**config.mk**
```make
export PLATFORM = sky130hd
export DESIGN_NAME = ssp_codec_port
export DESIGN_NICKNAME = d
export VERILOG_FILES = /design/src/rtl/ssp_pkg.sv /design/src/rtl/ssp_lane_sync.sv /design/src/rtl/ssp_tx.sv /design/src/rtl/ssp_rx.sv /design/src/rtl/ssp_codec_port.sv
export SDC_FILE = /design/constraint.sdc
export NUM_CORES = 1
export LEC_CHECK = 0
export ABC_AREA = 1
export CAP_MARGIN = 0
export CORE_ASPECT_RATIO = 0.8
export CORE_UTILIZATION = 50
export DETAILED_ROUTE_END_ITERATION = 10
export PLACE_DENSITY = 0.74
export SLEW_MARGIN = 20
export SYNTH_ARGS = -nofsm -noshare
export SYNTH_HDL_FRONTEND = slang
export SYNTH_SLANG_ARGS = --single-unit
```
**constraint.sdc**
```tcl
create_clock -name clk -period 2 [get_ports clk]
set_input_delay 0.6 -clock clk [delete_from_list [all_inputs] [get_ports clk]]
set_output_delay 0.6 -clock clk [all_outputs]
set_load 0.01 [all_outputs]
```
**src/rtl/ssp_pkg.sv**
```systemverilog
`timescale 1ns/1ps
package ssp_pkg;
  localparam int DEF_WORD_BITS   = 8;
  localparam int DEF_SYNC_STAGES = 2;

  // One serial lane after resynchronization: a rising-edge strobe of the
  // bit clock plus the sync and data levels aligned with it.
  typedef struct packed {
    logic tick;
    logic fs;
    logic dat;
  } lane_t;
endpackage

```
**src/rtl/ssp_lane_sync.sv**
```systemverilog
`timescale 1ns/1ps
module ssp_lane_sync
  import ssp_pkg::*;
#(
  parameter int STAGES = DEF_SYNC_STAGES
) (
  input  logic  clk,
  input  logic  rst_n,
  input  logic  bclk,
  input  logic  fs,
  input  logic  dat,
  output lane_t lane
);
  localparam int LAST = STAGES - 1;

  logic [2:0] pipe [STAGES];
  logic       prev_ck;

  for (genvar g = 0; g < STAGES; g++) begin : g_stage
    if (g == 0) begin : g_first
      always_ff @(posedge clk or negedge rst_n) begin
        if (!rst_n) pipe[g] <= '0;
        else        pipe[g] <= {bclk, fs, dat};
      end
    end else begin : g_next
      always_ff @(posedge clk or negedge rst_n) begin
        if (!rst_n) pipe[g] <= '0;
        else        pipe[g] <= pipe[g-1];
      end
    end
  end

  always_ff @(posedge clk or negedge rst_n) begin
    if (!rst_n) prev_ck <= 1'b0;
    else        prev_ck <= pipe[LAST][2];
  end

  always_comb begin
    lane.tick = pipe[LAST][2] & ~prev_ck;
    lane.fs   = pipe[LAST][1];
    lane.dat  = pipe[LAST][0];
  end
endmodule

```
**src/rtl/ssp_tx.sv**
```systemverilog
`timescale 1ns/1ps
module ssp_tx
  import ssp_pkg::*;
#(
  parameter int W = DEF_WORD_BITS
) (
  input  logic         clk,
  input  logic         rst_n,
  input  lane_t        lane,
  input  logic         s_valid,
  output logic         s_ready,
  input  logic [W-1:0] s_data,
  output logic         dx,
  output logic         idle,
  output logic         underrun
);
  localparam int CW = (W > 1) ? $clog2(W) : 1;

  logic [W-1:0]  hold;
  logic          hold_full;
  logic [W-1:0]  shreg;
  logic [CW-1:0] cnt;
  logic          busy;
  logic          last;
  logic          start;

  assign last    = busy && (cnt == '0);
  assign start   = lane.tick && lane.fs && (!busy || last);
  assign s_ready = !hold_full;
  assign dx      = shreg[W-1];
  assign idle    = !busy;

  always_ff @(posedge clk or negedge rst_n) begin
    if (!rst_n) begin
      busy     <= 1'b0;
      cnt      <= '0;
      shreg    <= '0;
      underrun <= 1'b0;
    end else begin
      underrun <= 1'b0;
      if (start) begin
        busy <= 1'b1;
        cnt  <= CW'(W - 1);
        if (hold_full) begin
          shreg <= hold;
        end else begin
          shreg    <= '0;
          underrun <= 1'b1;
        end
      end else if (lane.tick && busy) begin
        if (last) begin
          busy  <= 1'b0;
          shreg <= '0;
        end else begin
          shreg <= {shreg[W-2:0], 1'b0};
          cnt   <= cnt - 1'b1;
        end
      end
    end
  end

  always_ff @(posedge clk or negedge rst_n) begin
    if (!rst_n) begin
      hold      <= '0;
      hold_full <= 1'b0;
    end else begin
      if (start && hold_full) hold_full <= 1'b0;
      if (s_valid && s_ready) begin
        hold      <= s_data;
        hold_full <= 1'b1;
      end
    end
  end

  // no word in flight means the line rests low
  p_idle_dx_low_r1: assert property (@(posedge clk) disable iff (!rst_n)
    !busy |-> !dx);
  // a sync on an idle section opens a word
  p_sync_opens_r2: assert property (@(posedge clk) disable iff (!rst_n)
    (lane.tick && lane.fs && !busy) |=> !idle);
  // an accepted word closes the slot
  p_slot_closes_r5: assert property (@(posedge clk) disable iff (!rst_n)
    (s_valid && s_ready) |=> !s_ready);
  // an underrun word carries zeros
  p_underrun_zero_r7: assert property (@(posedge clk) disable iff (!rst_n)
    underrun |-> (shreg == '0) && busy);
  // a word that is not at its last bit keeps going
  p_midword_keep_r9: assert property (@(posedge clk) disable iff (!rst_n)
    (busy && !last) |=> busy);
endmodule

```
**src/rtl/ssp_rx.sv**
```systemverilog
`timescale 1ns/1ps
module ssp_rx
  import ssp_pkg::*;
#(
  parameter int W = DEF_WORD_BITS
) (
  input  logic         clk,
  input  logic         rst_n,
  input  lane_t        lane,
  output logic         m_valid,
  input  logic         m_ready,
  output logic [W-1:0] m_data,
  output logic         idle,
  output logic         overrun
);
  localparam int CW = (W > 1) ? $clog2(W) : 1;

  logic [W-2:0]  shreg;
  logic [W-1:0]  assembled;
  logic [CW-1:0] cnt;
  logic          busy;
  logic          last;
  logic          start;
  logic          finish;

  assign last      = busy && (cnt == '0);
  assign start     = lane.tick && lane.fs && (!busy || last);
  assign finish    = lane.tick && last;
  assign assembled = {shreg, lane.dat};
  assign idle      = !busy;

  always_ff @(posedge clk or negedge rst_n) begin
    if (!rst_n) begin
      busy    <= 1'b0;
      cnt     <= '0;
      shreg   <= '0;
      m_valid <= 1'b0;
      m_data  <= '0;
      overrun <= 1'b0;
    end else begin
      overrun <= 1'b0;
      if (m_valid && m_ready) m_valid <= 1'b0;
      if (lane.tick && busy) begin
        shreg <= assembled[W-2:0];
        if (last) begin
          busy    <= 1'b0;
          m_data  <= assembled;
          m_valid <= 1'b1;
          overrun <= m_valid && !m_ready;
        end else begin
          cnt <= cnt - 1'b1;
        end
      end
      if (start) begin
        busy <= 1'b1;
        cnt  <= CW'(W - 1);
      end
    end
  end

  // a sync on an idle receiver opens a word
  p_sync_opens_r3: assert property (@(posedge clk) disable iff (!rst_n)
    (lane.tick && lane.fs && !busy) |=> !idle);
  // an unread word is held steady
  p_hold_word_r6: assert property (@(posedge clk) disable iff (!rst_n)
    (m_valid && !m_ready && !finish) |=> m_valid && $stable(m_data));
  // an overrun leaves a fresh word on offer
  p_overrun_valid_r8: assert property (@(posedge clk) disable iff (!rst_n)
    overrun |-> m_valid);
  // mid-word syncs do not end the word early
  p_midword_keep_r9: assert property (@(posedge clk) disable iff (!rst_n)
    (busy && !last) |=> busy);
endmodule

```
**src/rtl/ssp_codec_port.sv**
```systemverilog
`timescale 1ns/1ps
module ssp_codec_port
  import ssp_pkg::*;
#(
  parameter int WORD_BITS   = DEF_WORD_BITS,
  parameter int SYNC_STAGES = DEF_SYNC_STAGES
) (
  input  logic                 clk,
  input  logic                 rst_n,
  input  logic                 clkx,
  input  logic                 fsx,
  output logic                 dx,
  input  logic                 clkr,
  input  logic                 fsr,
  input  logic                 dr,
  input  logic                 tx_valid,
  output logic                 tx_ready,
  input  logic [WORD_BITS-1:0] tx_data,
  output logic                 rx_valid,
  input  logic                 rx_ready,
  output logic [WORD_BITS-1:0] rx_data,
  output logic                 xmit_idle,
  output logic                 recv_idle,
  output logic                 tx_underrun,
  output logic                 rx_overrun
);
  lane_t x_lane;
  lane_t r_lane;

  // The transmit lane carries no serial input; tie its data slot low.
  ssp_lane_sync #(.STAGES(SYNC_STAGES)) u_xsync (
    .clk(clk), .rst_n(rst_n), .bclk(clkx), .fs(fsx), .dat(1'b0), .lane(x_lane)
  );

  ssp_lane_sync #(.STAGES(SYNC_STAGES)) u_rsync (
    .clk(clk), .rst_n(rst_n), .bclk(clkr), .fs(fsr), .dat(dr), .lane(r_lane)
  );

  ssp_tx #(.W(WORD_BITS)) u_tx (
    .clk(clk), .rst_n(rst_n), .lane(x_lane),
    .s_valid(tx_valid), .s_ready(tx_ready), .s_data(tx_data),
    .dx(dx), .idle(xmit_idle), .underrun(tx_underrun)
  );

  ssp_rx #(.W(WORD_BITS)) u_rx (
    .clk(clk), .rst_n(rst_n), .lane(r_lane),
    .m_valid(rx_valid), .m_ready(rx_ready), .m_data(rx_data),
    .idle(recv_idle), .overrun(rx_overrun)
  );

  // receive activity never wakes the transmitter
  p_tx_quiet_r10: assert property (@(posedge clk) disable iff (!rst_n)
    (xmit_idle && !x_lane.tick) |=> xmit_idle);
endmodule

```
==> results.ini <==
[outcome]
outcome = completed

[clocking]
h-tree-depth = 2
cts.path.max_buffers = 2
cts_tree = built
cts_buffers = 5
insertion_delay_ns = 0.30
root_buffer = clkbuf_8
clock_sinks = 55
clk_pin_slew_ns = 0.09
hold_buffers = 0

[pwr]
p_int_uw = 2440
power.share.switching_pct = 32.5
seqPwrFrac_pct = 47.0
ir_drop_mv = 0.692
power_density_mw_per_mm2 = 1290
pwr-share-comb_pct = 32.4
leakagePower_uw = 0.00144
pwr-share-clk_pct = 20.6
switching_power_uw = 1170

[critical_path]
reg2regPathDepth = 8
start_kind = register
r2r-start = u_tx.cnt[0]
cp.required_ns = 1.40
r2r-end = u_tx.shreg[3]
crit_fanout = 6
reg2reg_slack_ns = 0.54
worstSetupEndpointType = output port
critical_path_arrival_ns = 1.35
critical_path_class = register to output port

[timing]
relSlewSlack_pct = 73.7
finClkSkew_ns = 0.00615
tightest_slew_ns = 0.394
min_period_over_period_pct = 97.5
finalSetupViolCount = 0
slew_violations = 0
hold_viol = 0
fmaxAchievable_mhz = 513
rsz0062_at_grt = false
totalNegativeSetupSlack_ns = 0
min_period_ns = 1.95

[die]
core_area_mm2 = 0.00428
dieArea_mm2 = 0.00485
die_y_um = 62.5
start_util_pct = 53.4
rows = 21
boundaryPins = 32
fp.dieW_um = 77.6

[logic_synthesis]
ys_warn_count = 0
yosysUniqueCellTypes = 24
synthCells = 234
synthFlopType = dfrtp_1
seq_area_frac_synth_pct = 60.2
synth_edf_count = 0
async_reset_ff_share_pct = 100
syn_area_mm2 = 0.00229
syn_nets = 255
postSynthAreaPerCell_um2 = 9.77
synth-seq-cells = 55

[finish]
mostFrequentLayoutCell = nand2_1
mostFrequentLayoutCells = 93 x nand2_1, 53 x dfrtp_1, 30 x clkdlybuf4s50_1, 27 x nand3_1, 13 x inv_1
drive_above_1_share_pct = 14.3
fin_cells = 329
fin_nets = 292
diodes = 0
fin_util_pct = 65.1
final.fill_count = 354
syn2layout_area_growth_pct = 22.1

[detailed_routing]
drc = 0
drt-total-wl_um = 3620
ant_nets = 0
dr.pass1.iters = 4
wl_per_cell_um = 11.0
dr.first_iter.drc_count = 109
vias_per_cell = 4.89
via_count = 1609

[grt]
met2_usage_pct = 26.8
grt_max_degree = 56
grt_pass1_vias = 1548
use_met3_pct = 3.65
antenna_found_initial = 0
top_usage_layer = met2
track_usage_pct = 17.4
gr-usage-met1_pct = 24.0
grt_pass1_wl_um = 6630
globalRouteOverflowTotal = 0

[place]
gp_congestion = 0.754
numPortBuffers = 31
dp_cells = 320
hpwl_um = 2530

[job]
max_cap_viol_count = 0

[min_path]
min_path_type = input pin to asynchronous set/reset pin

==> logic make-up after synthesis <==
kind of cell | count (synthesis) | share of synthesized area, %
AND/OR/NAND/NOR | 132 | 26.1
adder cells (fa/ha/maj) | 4 | 2.19
XOR/XNOR | 1 | 0.383
multiplexers | 8 | 3.94
flip-flops | 55 | 60.2
buffers and inverters | 24 | 4.60
AO/OA/AOI/OAI | 10 | 2.63
==> metrics by stage <==
| step | area [um^2] | setup slack, ns | hold WS (ns) | total power (uW) |
|---|---|---|---|---|
| floorplan | 2290 | 0.707 | 0.304 | 2450 |
| global placement | 2660 | 0.223 | 0.333 | 2820 |
| detailed placement | 2660 | 0.199 | 0.336 | 2880 |
| CTS | 2790 | 0.0241 | 0.281 | 3640 |
| global route | 2790 | 0.000904 | 0.283 | 3920 |
| finish | 2790 | 0.0497 | 0.269 | 3610 |
==> state kept, by name (all words and copies together) (netlist names), 2 cells and up <==
signal and cells:
u_rx.cnt 3, u_xsync.pipe 3, u_tx.cnt 3, u_rx.m_data 8, u_rx.shreg 7, u_rsync.pipe 4, u_tx.shreg 8, u_rsync.lane 2
u_tx.hold 8
==> cell type report <==
type                            count  area (um^2)  share of cell area (%)
Sequential cell                    55         1380                    49.4
Multi-Input combinational cell    155          805                    28.8
Timing Repair Buffer               34          340                    12.2
Clock buffer                        6         82.6                    2.96
Inverter                           20         77.6                    2.78
Tap cell                           57         71.3                    2.56
Clock inverter                      2         35.0                    1.26
==> routing by layer <==
metal | share of wire [%] | wire, um
met4 | 1.8 | 65
met3 | 4.4 | 159
met2 | 42 | 1530
met1 | 51 | 1860
met5 | 0 | 0
==> Yosys cell counts (2+ instances only) <==
cell type   n  share of area [%]
inv_2       6               0.99
o21ai_2     2               0.77
nor2_8      2                1.8
o21ai_0     4               0.88
nor2_1      4               0.66
mux2_2      8                3.9
o21ai_1     2               0.44
nand2_1    93                 15
inv_1      13                2.1
nand3_1    27                5.9
ha_1        4                2.2
dfrtp_1    55                 60
nand2_2     3               0.82
==> worst max-delay path, cell delays in order, from the launching register on <==
cell and delay, ns:
dfrtp_2 0.46, inv_1 0.07, clkdlybuf4s50_1 0.52
==> worst max path at each step <==
| stage | end | from | slack (ns) |
|---|---|---|---|
| after floorplan | u_tx.hold[0] | tx_valid | 0.71 |
| after global placement | u_tx.hold[7] | tx_valid | 0.22 |
| after detailed placement | u_tx.hold[5] | tx_valid | 0.20 |
| after CTS | xmit_idle | u_tx.busy | 0.02 |
| after global routing | xmit_idle | u_tx.busy | 0.0009 |
| final | xmit_idle | u_tx.busy | 0.05 |
==> power by group through the flow <==
| stage | combinational (uW) | sequential [uW] | clock, uW |
|---|---|---|---|
| final | 1170 | 1700 | 743 |
| after floorplan | 757 | 1690 | 0 |
| after global routing | 1350 | 1750 | 814 |
| after global placement | 1110 | 1720 | 0 |
| after CTS | 1180 | 1690 | 764 |
| after detailed placement | 1140 | 1730 | 0 |
==> timing repair <==
| item | in CTS | in global routing |
|---|---|---|
| hold endpoints to repair | 0 | 0 |
| buffers inserted | 1 | 0 |
| resized for setup | 1 | 1 |
| gates cloned | 0 | 0 |
| endpoints found under the setup margin | 1 | 1 |
Note: power is estimated with default switching activity, not from simulation.
